### src/rtl/sdram_idle_pd.sv
module sdram_idle_pd #(
  parameter int PRD_W  = 16,
  parameter int HOLD_W = 4
) (
  input  logic              clk,
  input  logic              rst_n,
  input  logic              cmd_fifo_empty,
  input  logic              rd_fifo_empty,
  input  logic              cmd_delay_busy,
  input  logic [PRD_W-1:0]  idle_period,
  input  logic [HOLD_W-1:0] wake_holdoff,
  output logic              cke,
  output logic              pd_active,
  output logic              issue_ok
);
  localparam int CW = PRD_W + 1;

  logic [PRD_W-1:0]  idle_cnt;
  logic [HOLD_W-1:0] hold_cnt;
  logic              pd_q;
  logic              idle;
  logic [CW-1:0]     cnt_nxt;

  assign idle    = cmd_fifo_empty && rd_fifo_empty && !cmd_delay_busy;
  assign cnt_nxt = {1'b0, idle_cnt} + CW'(1);

  always_ff @(posedge clk) begin
    if (!rst_n) begin
      idle_cnt <= '0;
      hold_cnt <= '0;
      pd_q     <= 1'b0;
    end else if (pd_q) begin
      idle_cnt <= '0;
      if (!cmd_fifo_empty) begin
        pd_q     <= 1'b0;
        hold_cnt <= wake_holdoff;
      end
    end else begin
      if (hold_cnt != '0) hold_cnt <= hold_cnt - HOLD_W'(1);
      if (!idle || idle_period == '0) begin
        idle_cnt <= '0;
      end else if (cnt_nxt >= {1'b0, idle_period}) begin
        pd_q     <= 1'b1;
        idle_cnt <= '0;
        hold_cnt <= '0;
      end else begin
        idle_cnt <= cnt_nxt[PRD_W-1:0];
      end
    end
  end

  assign pd_active = pd_q;
  assign cke       = !pd_q || !cmd_fifo_empty;
  assign issue_ok  = !pd_q && hold_cnt == '0;
endmodule

### config.mk
export PLATFORM = sky130hd
export DESIGN_NAME = sdram_idle_pd
export DESIGN_NICKNAME = d
export VERILOG_FILES = /design/src/rtl/sdram_idle_pd.sv
export SDC_FILE = /design/constraint.sdc
export NUM_CORES = 1
export LEC_CHECK = 0
export ABC_AREA = 0
export CELL_PAD_IN_SITES_DETAIL_PLACEMENT = 2
export CELL_PAD_IN_SITES_GLOBAL_PLACEMENT = 2
export CORE_AREA = 4 4 73 75
export DETAILED_ROUTE_END_ITERATION = 16
export DIE_AREA = 0 0 77 79
export PLACE_DENSITY = 0.79
export SYNTH_ARGS = -nofsm -noshare
export SYNTH_HDL_FRONTEND = slang
export SYNTH_SLANG_ARGS = --single-unit
### constraint.sdc
create_clock -name clk -period 6.9 [get_ports clk]
set_clock_uncertainty 0.15 [all_clocks]
set_input_delay 2.07 -clock clk [delete_from_list [all_inputs] [get_ports clk]]
set_output_delay 2.07 -clock clk [all_outputs]
set_load 0.03 [all_outputs]
==> flow_metrics.env, run 1 <==
export IMPL_grt_overflow=0
export IMPL_dpl_instance_area_sq_mm=0.001768
export IMPL_peakVddDrop_v=0.0001013
export IMPL_area_growth_pct=25.54
export IMPL_final_hold_violation_count=0
export IMPL_synth_area_top_cells="dfxtp_1, ha_1, inv_1"
export IMPL_ys_ff_latch=21
export IMPL_route_vias_total=1330
export IMPL_synthFlopType="dfxtp_1"
export IMPL_synth_edf_count=0
export IMPL_endpoint_kind="output port"
export IMPL_initial_utilization=0.3101
export IMPL_critPathKind="in -> out"
export IMPL_grt_total_usage=0.1548
export IMPL_status="finished, final reports clean"
export IMPL_synthesis_instances=173
export IMPL_synth_nets=216
export IMPL_setup_violations=0
export IMPL_antenna_found_initial=0
export IMPL_synth_xor_area_share=0.08485
export IMPL_fillCellCount=521
export IMPL_whs_ps=329.0
export IMPL_synth_cell_area_sq_mm=0.001445
export IMPL_finalCritPeriodShare=0.8197
export IMPL_whs_path_depth=1
export IMPL_rsz0062_at_grt="false"
export IMPL_power_leakage_uw=0.0007944
export IMPL_power_density_mw_per_mm2=190.2
export IMPL_synthSimpleGateAreaFrac=0.2597
export IMPL_core_area_sq_mm=0.004661
export IMPL_place_congestion=0.8094
export IMPL_io_buffer_count=27
export IMPL_r2r_cells=10
export IMPL_dp_hpwl_microns=3784
export IMPL_cts_tree="yes"
export IMPL_ant_nets=0
export IMPL_fin_area_sq_mm=0.001814
export IMPL_wl_per_cell_microns=17.18
export IMPL_clkTransAtPathRegs_ps=80
export IMPL_dieWidth_microns=77
export IMPL_synth_compound_area_frac=0.1273
export IMPL_synth_area_per_cell_sq_um=8.353
export IMPL_ios=28
export IMPL_period_minus_slack_ps=5656
export IMPL_drtPass1Iterations=4
export IMPL_insertion_delay_ps=270
export IMPL_first_global_vias=1535
export IMPL_layout_common_cells="clkdlybuf4s50_1, inv_1, dfxtp_1"
export IMPL_holdCritStartpoint="idle_cnt[0]$_SDFF_PP0_"
export IMPL_drc=0
export IMPL_routed_wl_microns=4380
export IMPL_yosysSeqAreaShare=0.2909
export IMPL_synth_adder_area_share=0.1558
export IMPL_required_ps=4680
export IMPL_reg2reg_from="idle_cnt[2]$_SDFF_PP0_"
export IMPL_r2r_slack_ps=3350
export IMPL_fmax_mhz=176.8
export IMPL_fin_nets=245
export IMPL_fin_setup_tns_ps=0
export IMPL_relSlewSlack=0.5158
export IMPL_multi_input_area_sq_um=927.1
export IMPL_die_area_sq_mm=0.006083
export IMPL_holdPathEnd="idle_cnt[0]$_SDFF_PP0_"
export IMPL_start_kind="input port"
export IMPL_slew_viol_final=0
export IMPL_mostFrequentLayoutCell="clkdlybuf4s50_1"
export IMPL_finalPower_uw=345.0
export IMPL_finalWorstSetupSlack_ps=1244
export IMPL_cts_setup_buffers=0
export IMPL_ys_warn_count=0
export IMPL_cts_repair_resized=0
export IMPL_path_max_fanout=6
export IMPL_grt_pass1_wl_microns=7403
export IMPL_cts_path_max_buffers=2
export IMPL_via_per_inst=5.216
export IMPL_timing_rr_end="idle_cnt[3]$_SDFF_PP0_"
export IMPL_cts_max_level=1
export IMPL_cts_inserted_buffers=3
export IMPL_yosysTopAreaCellShare=0.2909
export IMPL_max_cap_violations=0
export IMPL_tightest_slew_ps=724.1
export IMPL_drive_gt1_frac=0.02985
export IMPL_drtIter0Drc=22
export IMPL_cts_sinks=21
export IMPL_die_h_microns=79
export IMPL_rows=25
export IMPL_pre_cts_ws_ps=1248
export IMPL_arrival_ps=3440
export IMPL_synth_top_family_by_area="simple AND/OR/NAND/NOR gates"
export IMPL_grt_max_degree=17
export IMPL_hp_class="reg -> reg"
export IMPL_synth_mux_area_frac=0.01385
export IMPL_root_buffer="clkbuf_8"
export IMPL_ys_async_sr_fraction=0
export IMPL_regArea_sq_um=420.4
export IMPL_yosysUniqueCellTypes=38
export IMPL_holdBufCountCts=0
export IMPL_yosys_area_top_type="dfxtp_1"
export IMPL_diodes=0
## synthesized netlist by cell type (2+ instances only)
library cell,n
nand3_1,8
and3_1,2
ha_1,18
nor3_1,3
nor4_1,4
a21oi_1,4
nand2_1,11
xnor2_1,8
o21ai_0,5
o22ai_1,3
mux2i_1,2
inv_1,22
xor2_1,6
dfxtp_1,21
a211oi_1,4
nand4_1,5
a21o_1,3
nor2b_1,13
clkbuf_1,2
and4_1,3
and2b_1,2
nor2_1,8
## state kept, by name, summed over array words and instances (netlist names)
register / count
pd_active: 1
idle_cnt: 16
hold_cnt: 4
## worst max path at each step
stage | from | endpoint | slack, ps | depth (start not counted)
floorplan | cmd_fifo_empty | cke | 2400 | 1
global placement | cmd_fifo_empty | cke | 1260 | 3
detailed placement | cmd_fifo_empty | cke | 1250 | 3
CTS | cmd_fifo_empty | cke | 1230 | 3
global route | cmd_fifo_empty | cke | 1170 | 3
finish | cmd_fifo_empty | cke | 1240 | 3
## per-stage QoR
step                      instances    util
after floorplan                 173       -
after global placement          251  0.3793
after detailed placement        251  0.3793
after global routing            255  0.3893
after CTS                       255  0.3893
final                           255  0.3893
## report_power, final
part / switching [uW] / internal, uW / total [uW]
logic: 62.0 / 59.1 / 121
clock network: 43.0 / 40.3 / 83.4
registers: 10.2 / 130 / 141
## kinds of logic after synthesis
family / Yosys count
buffers and inverters: 25
adders and majority gates: 18
DFF: 21
muxes: 2
AOI/OAI and AO/OA: 27
xor gates and xnor gates: 14
and+or+nand+nor: 66
## worst max-delay path, stage by stage
cell and delay, ps:
clkdlybuf4s50_1 540, nand2_1 150, clkdlybuf4s50_1 680
## layer usage
layer | track usage | wire (microns) | part of all wire | vias up
li1 | - | - | - | 657
met5 | 0 | 0 | 0 | -
met2 | 0.3040 | 2393 | 0.55 | 16
met4 | 0.04804 | 56 | 0.013 | 0
met3 | 0.02381 | 103 | 0.024 | 5
met1 | 0.1697 | 1827 | 0.42 | 652
## cell type report
class / count / share of cell area
clock inverters: 1 / 0.002759
repair buffers: 27 / 0.1490
multi-input cells: 127 / 0.5110
well taps: 54 / 0.03724
inverters: 22 / 0.04552
clock buffers: 3 / 0.02276
flip-flops and latches: 21 / 0.2317
(Power assumes the default switching activity.)
==> run 2: changes to the inputs <==
Settings changed: CORE_AREA 4 4 73 75 to 4 4 79 81, DIE_AREA 0 0 77 79 to 0 0 83 85, PLACE_DENSITY 0.79 to 0.71.
Clock period 6.9 ns to 5.2 ns, I/O delays scaled along.
==> flow_metrics.env, run 2 (synthesis results as in run 1) <==
export IMPL_required_ps=3490
export IMPL_p_sw_frac=0.3291
export IMPL_arrival_ps=2940
export IMPL_power_leakage_uw=0.0007987
export IMPL_r2r_cells=10
export IMPL_fin_setup_tns_ps=0
export IMPL_largest_register="idle_cnt"
export IMPL_clkTransAtPathRegs_ps=90
export IMPL_mostFrequentLayoutCell="clkdlybuf4s50_1"
export IMPL_grt_total_usage=0.1227
export IMPL_cts_sinks=21
export IMPL_power_density_mw_per_mm2=246.2
export IMPL_fin_area_sq_mm=0.001844
export IMPL_cts_setup_buffers=0
export IMPL_relSlewSlack=0.5543
export IMPL_path_common_cell="clkdlybuf4s50_1"
export IMPL_grtUsageMet3=0.02621
export IMPL_fmax_mhz=215.3
export IMPL_largest_register_ffs=16
export IMPL_period_minus_slack_ps=4646
export IMPL_core_area_sq_mm=0.005473
export IMPL_place_congestion=0.7585
export IMPL_grtUsageMet2=0.2187
export IMPL_initial_utilization=0.2641
export IMPL_fin_nets=246
export IMPL_slew_viol_final=0
export IMPL_grt_max_degree=17
export IMPL_crit_chain="clkdlybuf4s50_1, nand2_1, clkdlybuf4s50_1"
export IMPL_slowest_delay_ps=680
export IMPL_route_vias_total=1287
export IMPL_path_max_fanout=6
export IMPL_dieWidth_microns=83
export IMPL_via_per_inst=4.697
export IMPL_cts_max_level=1
export IMPL_grt_pass1_wl_microns=7044
export IMPL_status="finished, final reports clean"
export IMPL_p_int_uw=304.6
export IMPL_regArea_sq_um=420.4
export IMPL_drc=0
export IMPL_final_hold_violation_count=0
export IMPL_ios=28
export IMPL_critPathSlowestCell="clkdlybuf4s50_1"
export IMPL_insertion_delay_ps=270
export IMPL_diodes=0
export IMPL_dpl_instance_area_sq_mm=0.001798
export IMPL_critPathKind="in -> out"
export IMPL_p_comb_frac=0.340
export IMPL_rows=27
export IMPL_antenna_found_initial=0
export IMPL_finalCritPeriodShare=0.8934
export IMPL_grt_overflow=0
export IMPL_p_sw_uw=149.4
export IMPL_die_area_sq_mm=0.007055
export IMPL_fillCellCount=640
export IMPL_io_buffer_count=27
export IMPL_rsz0062_at_grt="false"
export IMPL_clockPowerShare=0.253
export IMPL_peakVddDrop_v=0.0001181
export IMPL_whs_path_depth=1
export IMPL_reg2reg_from="idle_cnt[5]$_SDFF_PP0_"
export IMPL_area_growth_pct=27.62
export IMPL_hp_class="reg -> reg"
export IMPL_cts_path_max_buffers=2
export IMPL_root_buffer="clkbuf_8"
export IMPL_cts_inserted_buffers=3
export IMPL_timing_rr_end="hold_cnt[2]$_SDFFE_PN0P_"
export IMPL_die_h_microns=85
export IMPL_start_kind="input port"
export IMPL_first_global_vias=1434
export IMPL_wl_per_cell_microns=15.25
export IMPL_holdPathEnd="idle_cnt[0]$_SDFF_PP0_"
export IMPL_cts_repair_resized=0
export IMPL_ant_nets=0
export IMPL_setup_violations=0
export IMPL_cts_tree="yes"
export IMPL_max_cap_violations=0
export IMPL_layout_common_cells="clkdlybuf4s50_1, inv_1, dfxtp_1"
export IMPL_holdBufCountCts=0
export IMPL_holdCritStartpoint="idle_cnt[0]$_SDFF_PP0_"
export IMPL_endpoint_kind="output port"
export IMPL_tightest_slew_ps=662.6
export IMPL_r2r_slack_ps=1840
export IMPL_pwr_share_seq=0.407
export IMPL_multi_input_area_sq_um=927.1
export IMPL_grt_busiest_layer="met2"
export IMPL_use_met1=0.1517
export IMPL_drtPass1Iterations=4
export IMPL_routed_wl_microns=4179
export IMPL_dp_hpwl_microns=3494
export IMPL_drive_gt1_frac=0.03465
export IMPL_drtIter0Drc=11
[run 2: area by class of cell]
type | count | share of cell area
multi-input combinational | 127 | 0.5027
clock buffer | 3 | 0.02239
timing repair buffer | 28 | 0.1506
clock inverter | 1 | 0.002714
inverter | 22 | 0.04478
sequential | 21 | 0.2280
tap | 72 | 0.04885
[run 2: worst max-delay path by stage]
stage	startpoint	to	depth (start not counted)
finish	cmd_fifo_empty	cke	3
global route	cmd_fifo_empty	cke	3
CTS	cmd_fifo_empty	cke	3
detailed placement	cmd_fifo_empty	cke	3
global placement	cmd_fifo_empty	cke	3
floorplan	cmd_fifo_empty	cke	1
[run 2: worst max-delay path, delay by kind of cell]
family,cells,cell delay [ps]
buf+inv,2,1230
simple gates,1,140
[run 2: power by group through the flow]
| stage | sequential (uW) | clock [uW] | combinational, uW |
|---|---|---|---|
| 6_report | 185 | 115 | 154 |
| 3_5_place_dp | 189 | 0 | 157 |
| 2_1_floorplan | 185 | 0 | 102 |
| 4_1_cts | 185 | 117 | 159 |
| 5_1_grt | 187 | 124 | 178 |
| 3_3_place_gp | 189 | 0 | 154 |
[run 2: layer usage]
layer / wire length (microns) / up-vias
li1: - / 662
met1: 1939 / 607
met2: 2092 / 14
met3: 119 / 4
met4: 28 / 0
met5: 0 / -
[run 2: stage by stage]
step | hold slack [ps] | cells | setup WS (ps) | util | total power, uW
after global routing | 354.8 | 274 | 482.5 | 0.3370 | 489.4
after global placement | 299.3 | 270 | 549.9 | 0.3285 | 342.9
after floorplan | 282.9 | 173 | 1717 | - | 286.6
final | 321.8 | 274 | 554.4 | 0.3370 | 454.1
after CTS | 332.9 | 274 | 541.2 | 0.3370 | 461.2
after detailed placement | 313.7 | 270 | 550.6 | 0.3285 | 346.6
